## src/rtl/smb_hstat_pkg.sv

```systemverilog
package smb_hstat_pkg;
    localparam int unsigned REG_W   = 8;
    localparam int unsigned N_CORE  = 5;   // sticky bits in the platform reset domain
    localparam int unsigned P_BUSY  = 0;
    localparam int unsigned P_OK    = 1;
    localparam int unsigned P_DEV   = 2;
    localparam int unsigned P_COLL  = 3;
    localparam int unsigned P_KILL  = 4;
    localparam int unsigned P_ALERT = 5;
    localparam int unsigned P_INUSE = 6;
    localparam int unsigned P_BYTE  = 7;

    typedef struct packed {
        logic byte_done;
        logic in_use;
        logic alert;
        logic killed;
        logic collide;
        logic dev_err;
        logic cmd_ok;
        logic busy;
    } stat_view_t;
endpackage

```

## src/rtl/smb_hstat_sticky.sv

```systemverilog
module smb_hstat_sticky #(
    parameter int unsigned W = 1
) (
    input  logic         clk,
    input  logic         rst_n,
    input  logic [W-1:0] set_i,
    input  logic [W-1:0] clr_i,
    output logic [W-1:0] q_o
);
    typedef struct packed {
        logic [W-1:0] bits;
    } sticky_t;

    sticky_t     st_d, st_q;
    logic [W-1:0] nxt;

    // event has priority over a simultaneous clear
    for (genvar i = 0; i < W; i++) begin : g_bit
        assign nxt[i] = set_i[i] | (st_q.bits[i] & ~clr_i[i]);
    end

    always_comb begin
        st_d      = st_q;
        st_d.bits = nxt;
    end

    always_ff @(posedge clk or negedge rst_n) begin
        if (!rst_n) st_q <= '0;
        else        st_q <= st_d;
    end

    assign q_o = st_q.bits;
endmodule

```

## src/rtl/smb_hstat_sem.sv

```systemverilog
module smb_hstat_sem (
    input  logic clk,
    input  logic rst_n,
    input  logic take_i,
    input  logic give_i,
    output logic held_o
);
    typedef struct packed {
        logic held;
    } sem_t;

    sem_t st_d, st_q;

    always_comb begin
        st_d = st_q;
        if (give_i) st_d.held = 1'b0;
        if (take_i) st_d.held = 1'b1;   // a read in the same cycle keeps ownership taken
    end

    always_ff @(posedge clk or negedge rst_n) begin
        if (!rst_n) st_q <= '0;
        else        st_q <= st_d;
    end

    assign held_o = st_q.held;
endmodule

```

## src/rtl/smb_hstat.sv

```systemverilog
module smb_hstat
    import smb_hstat_pkg::*;
(
    input  logic             clk,
    input  logic             main_rst_n,
    input  logic             plat_rst_n,
    input  logic             acc_rd,
    input  logic             acc_wr,
    input  logic [REG_W-1:0] acc_wdata,
    output logic [REG_W-1:0] stat_rd,
    input  logic             ev_byte,
    input  logic             blkbuf_on,
    input  logic             ev_alert,
    input  logic             ev_killed,
    input  logic             ev_collide,
    input  logic             ev_deverr,
    input  logic             ev_cmd_ok,
    input  logic             core_busy,
    input  logic             irq_on,
    output logic             irq_req
);
    logic              core_rst_n;
    logic [N_CORE-1:0] core_set, core_clr, core_q;
    logic              alert_q, in_use_q;
    logic [REG_W-1:0]  wmask;
    stat_view_t        view;

    assign core_rst_n = main_rst_n & plat_rst_n;
    assign wmask      = acc_wr ? acc_wdata : '0;

    // core vector order: {byte_done, killed, collide, dev_err, cmd_ok}
    assign core_set = {ev_byte & ~blkbuf_on, ev_killed, ev_collide, ev_deverr, ev_cmd_ok};
    assign core_clr = {wmask[P_BYTE], wmask[P_KILL], wmask[P_COLL], wmask[P_DEV], wmask[P_OK]};

    smb_hstat_sticky #(.W(N_CORE)) u_core (
        .clk   (clk),
        .rst_n (core_rst_n),
        .set_i (core_set),
        .clr_i (core_clr),
        .q_o   (core_q)
    );

    smb_hstat_sticky #(.W(1)) u_alert (
        .clk   (clk),
        .rst_n (main_rst_n),
        .set_i (ev_alert),
        .clr_i (wmask[P_ALERT]),
        .q_o   (alert_q)
    );

    smb_hstat_sem u_sem (
        .clk    (clk),
        .rst_n  (core_rst_n),
        .take_i (acc_rd),
        .give_i (wmask[P_INUSE]),
        .held_o (in_use_q)
    );

    always_comb begin
        view           = '0;
        view.byte_done = core_q[4];
        view.in_use    = in_use_q;
        view.alert     = alert_q;
        view.killed    = core_q[3];
        view.collide   = core_q[2];
        view.dev_err   = core_q[1];
        view.cmd_ok    = core_q[0];
        view.busy      = core_busy;
        stat_rd        = view;
        irq_req        = irq_on & (view.cmd_ok | view.dev_err | view.collide
                                   | view.killed | view.alert);
    end
endmodule

```

## config.mk

```make
export PLATFORM = sky130hd
export DESIGN_NAME = smb_hstat
export DESIGN_NICKNAME = d
export VERILOG_FILES = /design/src/rtl/smb_hstat_pkg.sv /design/src/rtl/smb_hstat_sticky.sv /design/src/rtl/smb_hstat_sem.sv /design/src/rtl/smb_hstat.sv
export SDC_FILE = /design/constraint.sdc
export NUM_CORES = 1
export LEC_CHECK = 0
export ABC_AREA = 0
export ABC_CLOCK_PERIOD_IN_PS = 1650
export BUFFER_PORTS_ARGS = -buffer_cell sky130_fd_sc_hd__buf_2
export CAP_MARGIN = 15
export CORE_AREA = 2 2 39 41
export DETAILED_ROUTE_END_ITERATION = 6
export DIE_AREA = 0 0 41 43
export PLACE_DENSITY_LB_ADDON = 0.15
export SYNTH_ARGS = -nofsm -noshare
export SYNTH_HDL_FRONTEND = slang
export SYNTH_HIERARCHICAL = 1
export SYNTH_SLANG_ARGS = --single-unit
```

## constraint.sdc

```tcl
create_clock -name clk -period 1.65 [get_ports clk]
set_input_delay 0.33 -clock clk [delete_from_list [all_inputs] [get_ports clk]]
set_output_delay 0.33 -clock clk [all_outputs]
set_load 0.01 [all_outputs]
```

# Word-level counts from Yosys, hierarchy flattened
# Index checks and enable logic that the tools add are counted.
# classes
mux,3
n_bitwise,26
reduce_logical,1
# op_table
cell,n
$or A1 B1 Y1,10
$and A1 B1 Y1,9
$mux W8,1
$not A1 Y1,7
$mux W1,2
$reduce_bool A2 Y1,1
# totals
register_bits,7
out_inout_bits,9
wordCells,33

# Depth between registers and ports, before layout
# Gate-level depths: netlist of the first run.
# logic_depth
word_depth,5
mapped_depth,3
ltp_nobuf,3

# By module
# The synthesis of the first run kept the hierarchy.
# by_module_without_submodules
module,n_inst,cells_per_inst,area_per_inst_um2,seq_area_each_um2
smb_hstat_sticky at u_core,1,15,181.4,125.1
smb_hstat,1,14,93.8,0.0
smb_hstat_sem,1,3,36.3,25.0
smb_hstat_sticky at u_alert,1,3,36.3,25.0

# Least setup slack after synthesis of the first run
# OpenSTA, ideal clock, no wires.
# synth_path
path_kind,reg2out
startpoint,"register u_core.st_q, in the netlist u_core/q_o[0]"
endpoint,output irq_req
arrival_time_ns,1.119
path_slack_ns,0.201
stages_incl_launch_ff,3
path_buffers,0
path_cell_list,dfrtp_1 or4_1 o21a_1
# synth_between
elab_chain_len,5
# synth_lines
element,line,source
from (decl),smb_hstat_sticky.sv:14,"sticky_t st_d, st_q;"
from (signal assigned),smb_hstat_sticky.sv:29,else st_q <= st_d;
$or A1 B1 Y1 (2 in series),smb_hstat.sv:70,irq_req = irq_on & (view.cmd_ok | view.dev_err | view.collide
$or A1 B1 Y1 (2 in series),smb_hstat.sv:71,| view.killed | view.alert);
$and A1 B1 Y1,smb_hstat.sv:70,
to (decl),smb_hstat.sv:20,output logic irq_req
# Every way passes these cells.

# Worst setup path after layout of the first run
# Same ends and word-level chain as after synthesis.

==> results.json, run 1 <==
{
  "portBuffers": 27,
  "io-pin-count": 31,
  "synth_area_leaders": "dfrtp_1, a21o_1, and2_1",
  "nets": 89,
  "critical_path.max_stage_delay_ps": 520,
  "cts-root-buf": "clkbuf_4",
  "coreArea_um2": 1384,
  "cp_cell_sequence": "or4_4 > o21a_1 > buf_2",
  "antenna_left": 0,
  "fmax_mhz": 566.1,
  "register_area_um2": 175.2,
  "synth-seq-area-share_pct": 50.36,
  "final-setup-viol-count": 1,
  "slew_headroom_pct": 81.87,
  "worstSkewPairLatency_ps": 250,
  "dr.pass1.iters": 2,
  "leakagePower_nw": 0.2831,
  "slowest_stage": "or4_4",
  "cp.required_ps": 1320,
  "grt_pass1_wl_um": 1145,
  "crit_start": "u_core/q_o[0]",
  "worstMarginPinSlew_ps": 272.0,
  "r2r-start": "u_core/q_o[2]",
  "worstSetupStartpointType": "register",
  "cap_violations": 0,
  "timing.final.crit_period_ps": 1766,
  "gr-total-overflow": 0,
  "place_congestion": 0.6165,
  "die-area_um2": 1763,
  "dpl-instance-area_um2": 480.5,
  "antenna_found_initial": 0,
  "fin_util_pct": 38.70,
  "cp_top_family": "simple AND/OR/NAND/NOR gates",
  "p_int_mw": 0.3218,
  "dp_slack_ps": 122.9,
  "synth_top_area_share_pct": 50.36,
  "powerDensity_nw_per_um2": 789.1,
  "cts_tree": "done",
  "power_frac_seq_pct": 45.5,
  "clk_pin_slew_ps": 50,
  "synth-main-ff-cell": "dfrtp_1",
  "rsz0062_at_grt": "yes",
  "skew_ps": 0,
  "synth_cell_types": 8,
  "syn_inst": 35,
  "hp-class": "in -> async",
  "htreeDepth": 1,
  "p_sw_share_pct": 23.84,
  "pwr-share-clk_pct": 36.3,
  "synth_edf_count": 0,
  "yosysMostFrequentCell": "and2_1",
  "failed_checks": "negative setup slack",
  "ys_ff_latch": 7,
  "grt_max_degree": 8,
  "grtUsageTotal_pct": 10.31,
  "multi_input_area_um2": 127.6,
  "antennaDiodeCount": 0,
  "p_switching_mw": 0.1007,
  "rrSetupSlack_ps": 880,
  "final-hold-violation-count": 0,
  "critPathArrivalTime_ps": 1440,
  "drive_gt1_share_pct": 50.00,
  "die_h_um": 43,
  "cts_buffers": 3,
  "cts.sinks": 7,
  "path_class": "reg -> out",
  "syn_area_um2": 347.8,
  "synth_area_leader_cell": "dfrtp_1",
  "setup_ws_ps": -116.3,
  "dp_hpwl_um": 622.8,
  "routedWlPerCell_um": 9.720,
  "path_max_fanout": 2,
  "grt_pass1_vias": 271,
  "outcome": "finished, violations left",
  "max-vdd-ir-drop_mv": 0.3185,
  "cts_buffer_depth": 2,
  "final_area_um2": 535.5,
  "drt_wl_total_um": 797,
  "die_x_um": 41,
  "power_mw": 0.4226,
  "postSynthAreaPerCell_um2": 9.938,
  "synth_nets": 57,
  "drt_drc_violations_left": 0,
  "worst_setup_path_end_kind": "primary output",
  "num_vias": 316,
  "via_per_inst": 3.854,
  "critPathBufInv": 1,
  "period_share_pct": 107.1,
  "yosysWarnings": 6,
  "async_flop_share_pct": 100.0,
  "power_frac_comb_pct": 18.2,
  "synthToLayoutAreaGrowth_pct": 53.96,
  "fillCellCount": 149,
  "initial_core_util_pct": 25.14,
  "tns_ps": -116.3,
  "fp-row-count": 14,
  "slew_violations": 0,
  "dr.first_iter.drc_count": 4,
  "yosys-top-cells-count": "and2_1, a21o_1, dfrtp_1, inv_1, buf_4"
}
[power groups by stage]
stage	registers, mW	clock network [mW]	logic [mW]
2_1_floorplan	0.199	0	0.0328
3_3_place_gp	0.195	0	0.0697
3_5_place_dp	0.196	0	0.0707
4_1_cts	0.192	0.162	0.0777
5_1_grt	0.193	0.178	0.0853
6_report	0.192	0.153	0.0768
[stage by stage]
step                      hold slack, ps  cells
final                              37.12     82
after global routing               46.66     82
after CTS                          35.27     82
after detailed placement           116.3     75
after global placement             109.7     75
after floorplan                    34.41     35
[sequential cells by signal (all words and copies together), names as in the netlist]
register      flops
u_alert/q_o       1
u_core/q_o        5
u_sem/held_o      1
[cell usage in the layout, fill, tap and decap left out]
| master | instances |
|---|---|
| dlygate4sd3_1 | 1 |
| o21a_1 | 1 |
| and2_1 | 8 |
| buf_2 | 27 |
| inv_1 | 7 |
| clkbuf_4 | 3 |
| nor2b_1 | 1 |
| a21o_1 | 7 |
| dfrtp_1 | 7 |
| buf_4 | 2 |
| or4_4 | 1 |
| clkbuf_1 | 1 |
[cell families after synthesis]
kind of cell / Yosys count / share of synthesized area, %
buffers and inverters: 10 / 14.03
flip-flops: 7 / 50.36
AO/OA/AOI/OAI: 8 / 17.27
AND/OR/NAND/NOR: 10 / 18.35
[metal layers]
metal  part of all wire [%]  global-route usage (%)
met5                      0                       0
met2                     52                   15.63
met4                      0                   4.000
met1                     40                   10.20
met3                    7.7                   7.853
[repair_timing]
item	CTS	global route
setup endpoints to repair	1	1
hold buffers	1	0
setup buffers	2	0
resized for setup	0	1
hold endpoints to repair	1	0
[worst paths after layout]
kind | cells past startpoint | to
worst max-delay path | 3 | irq_req
worst min-delay path | 2 | u_core/q_o[2]
worst max register to register | 2 | u_core/q_o[2]
worst min register to register | 1 | u_core/q_o[4]
max in group asynchronous | 3 | u_sem/held_o
min in group clk | 2 | u_alert/q_o
[cell type report]
type / instances / share of cell area (%)
Clock buffer: 4 / 4.907
Timing Repair Buffer: 30 / 29.91
Inverter: 7 / 4.907
Multi-Input combinational cell: 18 / 23.83
Sequential cell: 7 / 32.71
Tap cell: 16 / 3.738
No activity file was read; power rests on OpenSTA's default activity.
==> run 2, diff against run 1 <==
==> constraint.sdc (replaced) <==
create_clock -name clk -period 1.65 [get_ports clk]
set_input_delay 0.165 -clock clk [delete_from_list [all_inputs] [get_ports clk]]
set_output_delay 0.165 -clock clk [all_outputs]
set_load 0.01 [all_outputs]
==> run 2 against run 1 <==
  * Hold slack improved by 60 ps
  * Sequential power about the same
  * Non-clock buffer count unchanged
  * Count of clock-buffer cells in the layout unchanged
  * Clock skew unchanged
  * Highest routed layer unchanged
  * Global-route usage grew 0.10 points
  * Final cell count unchanged
  * Largest power group unchanged
  * The flow now finishes without violations
  * Die area unchanged
==> results.json, run 2 (synthesized netlist as in run 1, its figures left out) <==
{
  "grtUsageTotal_pct": 10.41,
  "via_per_inst": 3.902,
  "power_mw": 0.4223,
  "drt_drc_violations_left": 0,
  "htreeDepth": 1,
  "place_congestion": 0.6165,
  "rsz0062_at_grt": "yes",
  "hp-class": "in -> reg",
  "cp_cell_sequence": "or4_4 > o21a_1 > buf_2",
  "slowest_stage": "or4_4",
  "nets": 89,
  "cts.sinks": 7,
  "coreArea_um2": 1384,
  "cts-root-buf": "clkbuf_4",
  "antenna_left": 0,
  "routedWlPerCell_um": 9.768,
  "cts_buffers": 3,
  "timing.final.crit_period_ps": 1614,
  "worst_hold_slack_ps": 96.77,
  "cp_top_family": "simple AND/OR/NAND/NOR gates",
  "fillCellCount": 145,
  "antenna_found_initial": 0,
  "initial_core_util_pct": 25.14,
  "final-hold-violation-count": 0,
  "worstMarginPinSlew_ps": 267.1,
  "final-setup-viol-count": 0,
  "worstSetupStartpointType": "register",
  "fp-row-count": 14,
  "cap_violations": 0,
  "dr.first_iter.drc_count": 5,
  "slew_headroom_pct": 82.19,
  "layout_commonest_cell": "buf_2",
  "fin_util_pct": 38.88,
  "dp_hpwl_um": 622.8,
  "gr-total-overflow": 0,
  "multi_input_area_um2": 127.6,
  "path_class": "reg -> out",
  "critical_path.max_stage_delay_ps": 520,
  "grt_max_degree": 8,
  "leakagePower_nw": 0.2828,
  "slew_violations": 0,
  "fmax_mhz": 619.6,
  "drt_wl_total_um": 801,
  "clk_pin_slew_ps": 50,
  "die-area_um2": 1763,
  "antennaDiodeCount": 0,
  "portBuffers": 27,
  "outcome": "finished clean",
  "skew_ps": 0,
  "cts_buffer_depth": 2,
  "grt_pass1_wl_um": 1145,
  "final_cell_mix": "buf_2, and2_1, inv_1, a21o_1, dfrtp_1",
  "powerDensity_nw_per_um2": 784.9,
  "cp.required_ps": 1480,
  "die_h_um": 43,
  "period_share_pct": 97.81,
  "critPathArrivalTime_ps": 1450,
  "dr.pass1.iters": 3,
  "path_max_fanout": 2,
  "synthToLayoutAreaGrowth_pct": 54.68,
  "largest_reg_flops": 5,
  "critPathBufInv": 1,
  "worst_setup_path_end_kind": "primary output",
  "cts_tree": "done",
  "drive_gt1_share_pct": 48.48,
  "num_vias": 320,
  "max-vdd-ir-drop_mv": 0.3470,
  "die_x_um": 41,
  "register_area_um2": 175.2,
  "io-pin-count": 31,
  "grt_pass1_vias": 260,
  "worstSkewPairLatency_ps": 250
}
-- run 2: cell count changes in the layout (fill, tap and decap cells not counted), sizes merged --
cell / change
buf: -1
dlygate4sd3: +1
-- run 2: final timing paths --
kind,cells past startpoint,from,end,slack (ps)
setup / recovery,3,u_alert/q_o,irq_req,40
hold / removal,2,ev_alert,u_alert/q_o,100
setup reg to reg,2,u_alert/q_o,u_alert/q_o,880
hold reg to reg,1,u_core/q_o[4],u_core/q_o[4],470
max in group asynchronous,3,main_rst_n,u_sem/held_o,970
min in group asynchronous,2,main_rst_n,u_alert/q_o,250
-- run 2: repair_timing --
item	in CTS	in global routing
hold buffers	2	0
setup buffers	0	1
endpoints found under the hold margin	7	0
gates resized for setup	0	1
endpoints found under the setup margin	0	1
-- run 2: cell type report --
cell class              instances  share of cell area (%)
clock buffers                   4                   4.884
repair buffers                 30                   30.23
inverters                       7                   4.884
well taps                      16                   3.721
multi-input cells              18                   23.72
flip-flops and latches          7                   32.56
-- run 2: metal layers --
metal | wire length (um) | part of all wire, % | GRT usage (%) | vias up
met5 | 0 | 0 | 0 | -
met4 | 0 | 0 | 4.000 | 0
met3 | 61 | 7.6 | 7.853 | 0
met2 | 411 | 51 | 15.63 | 13
met1 | 328 | 41 | 10.53 | 140
li1 | - | - | - | 167
-- run 2: metrics by stage --
stage	instance area [um2]	setup WS, ps	TNS (ps)	instances
finish	538.0	36.08	0	82
global route	538.0	-25.59	-25.59	82
CTS	526.8	13.56	0	81
detailed placement	480.5	287.9	0	75
global placement	480.5	291.0	0	75
floorplan	347.8	365.7	0	35
-- run 2: power by group --
part | leakage [nW] | total (mW) | internal, mW | switching (mW)
logic | 0.190 | 0.0762 | 0.0449 | 0.0314
registers | 0.0775 | 0.192 | 0.185 | 0.00793
clock network | 0.0150 | 0.154 | 0.0922 | 0.0615
total | 0.283 | 0.422 | 0.322 | 0.101
==> run 3, diff against run 2 <==
CTS_BUF_LIST = sky130_fd_sc_hd__clkbuf_8   (was unset)
==> run 3 against run 2 <==
  * Die area did not move
  * Final cell count fell by 1.2%
  * Combinational power fell by 3.7%
  * Count of clock-buffer cells in the layout fell by 1
  * Largest cell class unchanged
==> results.json, run 3 (synthesized netlist as in run 1, its figures left out) <==
{
  "nets": 88,
  "fp-row-count": 14,
  "hp-class": "in -> reg",
  "whs_endpoint": "u_alert/q_o",
  "cp_cell_sequence": "or4_4 > o21a_1 > buf_2",
  "powerDensity_nw_per_um2": 909.8,
  "power_frac_comb_pct": 14.7,
  "synthToLayoutAreaGrowth_pct": 57.91,
  "whs_path_depth": 2,
  "multi_input_area_um2": 127.6,
  "routedWlPerCell_um": 10.00,
  "worst_setup_path_end_kind": "primary output",
  "io-pin-count": 31,
  "fmax_mhz": 625.4,
  "reg2reg_depth": 1,
  "grt_max_degree": 8,
  "p_int_mw": 0.3887,
  "coreArea_um2": 1384,
  "power_frac_seq_pct": 38.7,
  "antenna_found_initial": 0,
  "critPathBufInv": 1,
  "slowest_stage": "or4_4",
  "path_class": "reg -> out",
  "timing.final.crit_period_ps": 1599,
  "worstSkewPairLatency_ps": 220,
  "cts-root-buf": "clkbuf_8",
  "drt_drc_violations_left": 0,
  "fillCellCount": 146,
  "r2r-end": "u_alert/q_o",
  "initial_core_util_pct": 25.14,
  "dp_hpwl_um": 622.8,
  "cap_violations": 0,
  "slew_violations": 0,
  "largest_reg_flops": 5,
  "grt_pass1_wl_um": 1138,
  "drive_gt1_share_pct": 47.69,
  "clk_pin_slew_ps": 40,
  "final-setup-viol-count": 0,
  "register_area_um2": 175.2,
  "leakagePower_nw": 0.2903,
  "critPathArrivalTime_ps": 1430,
  "path_max_fanout": 3,
  "worstSetupStartpointType": "register",
  "p_switching_mw": 0.1110,
  "layout_commonest_cell": "buf_2",
  "die-area_um2": 1763,
  "antenna_left": 0,
  "die_x_um": 41,
  "grt_pass1_vias": 260,
  "p_sw_share_pct": 22.22,
  "dr.pass1.iters": 2,
  "portBuffers": 27,
  "final-hold-violation-count": 0,
  "pwr-share-clk_pct": 46.6,
  "outcome": "finished clean",
  "die_h_um": 43,
  "drt_wl_total_um": 810,
  "cp.required_ps": 1480,
  "num_vias": 318,
  "max-vdd-ir-drop_mv": 0.3951,
  "slew_headroom_pct": 81.77,
  "hp-start": "ev_alert",
  "r2r-start": "u_alert/q_o",
  "dr.first_iter.drc_count": 2,
  "skew_ps": 0,
  "final_cell_mix": "buf_2, and2_1, inv_1",
  "worstMarginPinSlew_ps": 273.5,
  "htreeDepth": 1,
  "grtUsageTotal_pct": 10.31,
  "period_share_pct": 96.91,
  "cts_buffers": 3,
  "antennaDiodeCount": 0,
  "critical_path.max_stage_delay_ps": 530,
  "cp_top_family": "simple AND/OR/NAND/NOR gates",
  "cts.sinks": 7,
  "cts_buffer_depth": 2,
  "cts_tree": "done",
  "place_congestion": 0.6165,
  "tns_ps": 0,
  "gr-total-overflow": 0,
  "worst_hold_slack_ps": 121.3,
  "via_per_inst": 3.926,
  "cts_setup_buffers": 0,
  "rsz0062_at_grt": "no",
  "rrSetupSlack_ps": 980
}
==> run 3: worst max path at each step <==
stage	from	to	slack (ps)	depth (start not counted)
6_report	u_core/q_o[0]	irq_req	50	3
5_1_grt	u_core/q_o[0]	irq_req	5	3
4_1_cts	u_core/q_o[0]	irq_req	30	3
3_5_place_dp	u_core/q_o[0]	irq_req	290	3
3_3_place_gp	u_core/q_o[0]	irq_req	290	3
2_1_floorplan	u_core/q_o[0]	irq_req	370	2
==> run 3: power groups by stage <==
stage | logic [mW] | registers (mW) | clock network [mW]
after detailed placement | 0.0707 | 0.196 | 0
after floorplan | 0.0328 | 0.199 | 0
after CTS | 0.0743 | 0.193 | 0.240
after global routing | 0.0816 | 0.195 | 0.254
final | 0.0734 | 0.194 | 0.233
after global placement | 0.0697 | 0.195 | 0
==> run 3: per-layer routing <==
layer	vias to the layer above	part of all wire, %	global-route usage, %	routed length (um)
met5	-	0	0	0
met3	0	7.5	7.853	61
met2	13	52	15.31	419
met4	0	0	4.000	0
met1	140	41	10.53	329
li1	165	-	-	-
==> run 3: layout make-up <==
type / count / area share (%)
repair buffers: 29 / 28.25
clock buffers: 3 / 7.517
inverters: 7 / 4.784
multi-input cells: 18 / 23.23
clock inverters: 1 / 0.6834
flip-flops and latches: 7 / 31.89
well taps: 16 / 3.645
==> run 3: what timing repair did <==
action | CTS | global route
hold buffers | 2 | 0
resized for setup | 0 | 1
hold endpoints to repair | 7 | 0
endpoints found under the setup margin | 0 | 1
==> run 3: per-stage QoR <==
step | area [um2] | worst slack [ps] | cells | utilization [%] | total power, mW
finish | 549.3 | 50.92 | 81 | 39.69 | 0.4997
global route | 549.3 | 5.398 | 81 | 39.69 | 0.5311
CTS | 545.5 | 30.45 | 81 | 39.42 | 0.5075
detailed placement | 480.5 | 287.9 | 75 | 34.72 | 0.2664
global placement | 480.5 | 291.0 | 75 | 34.72 | 0.2649
floorplan | 347.8 | 365.7 | 35 | - | 0.2317
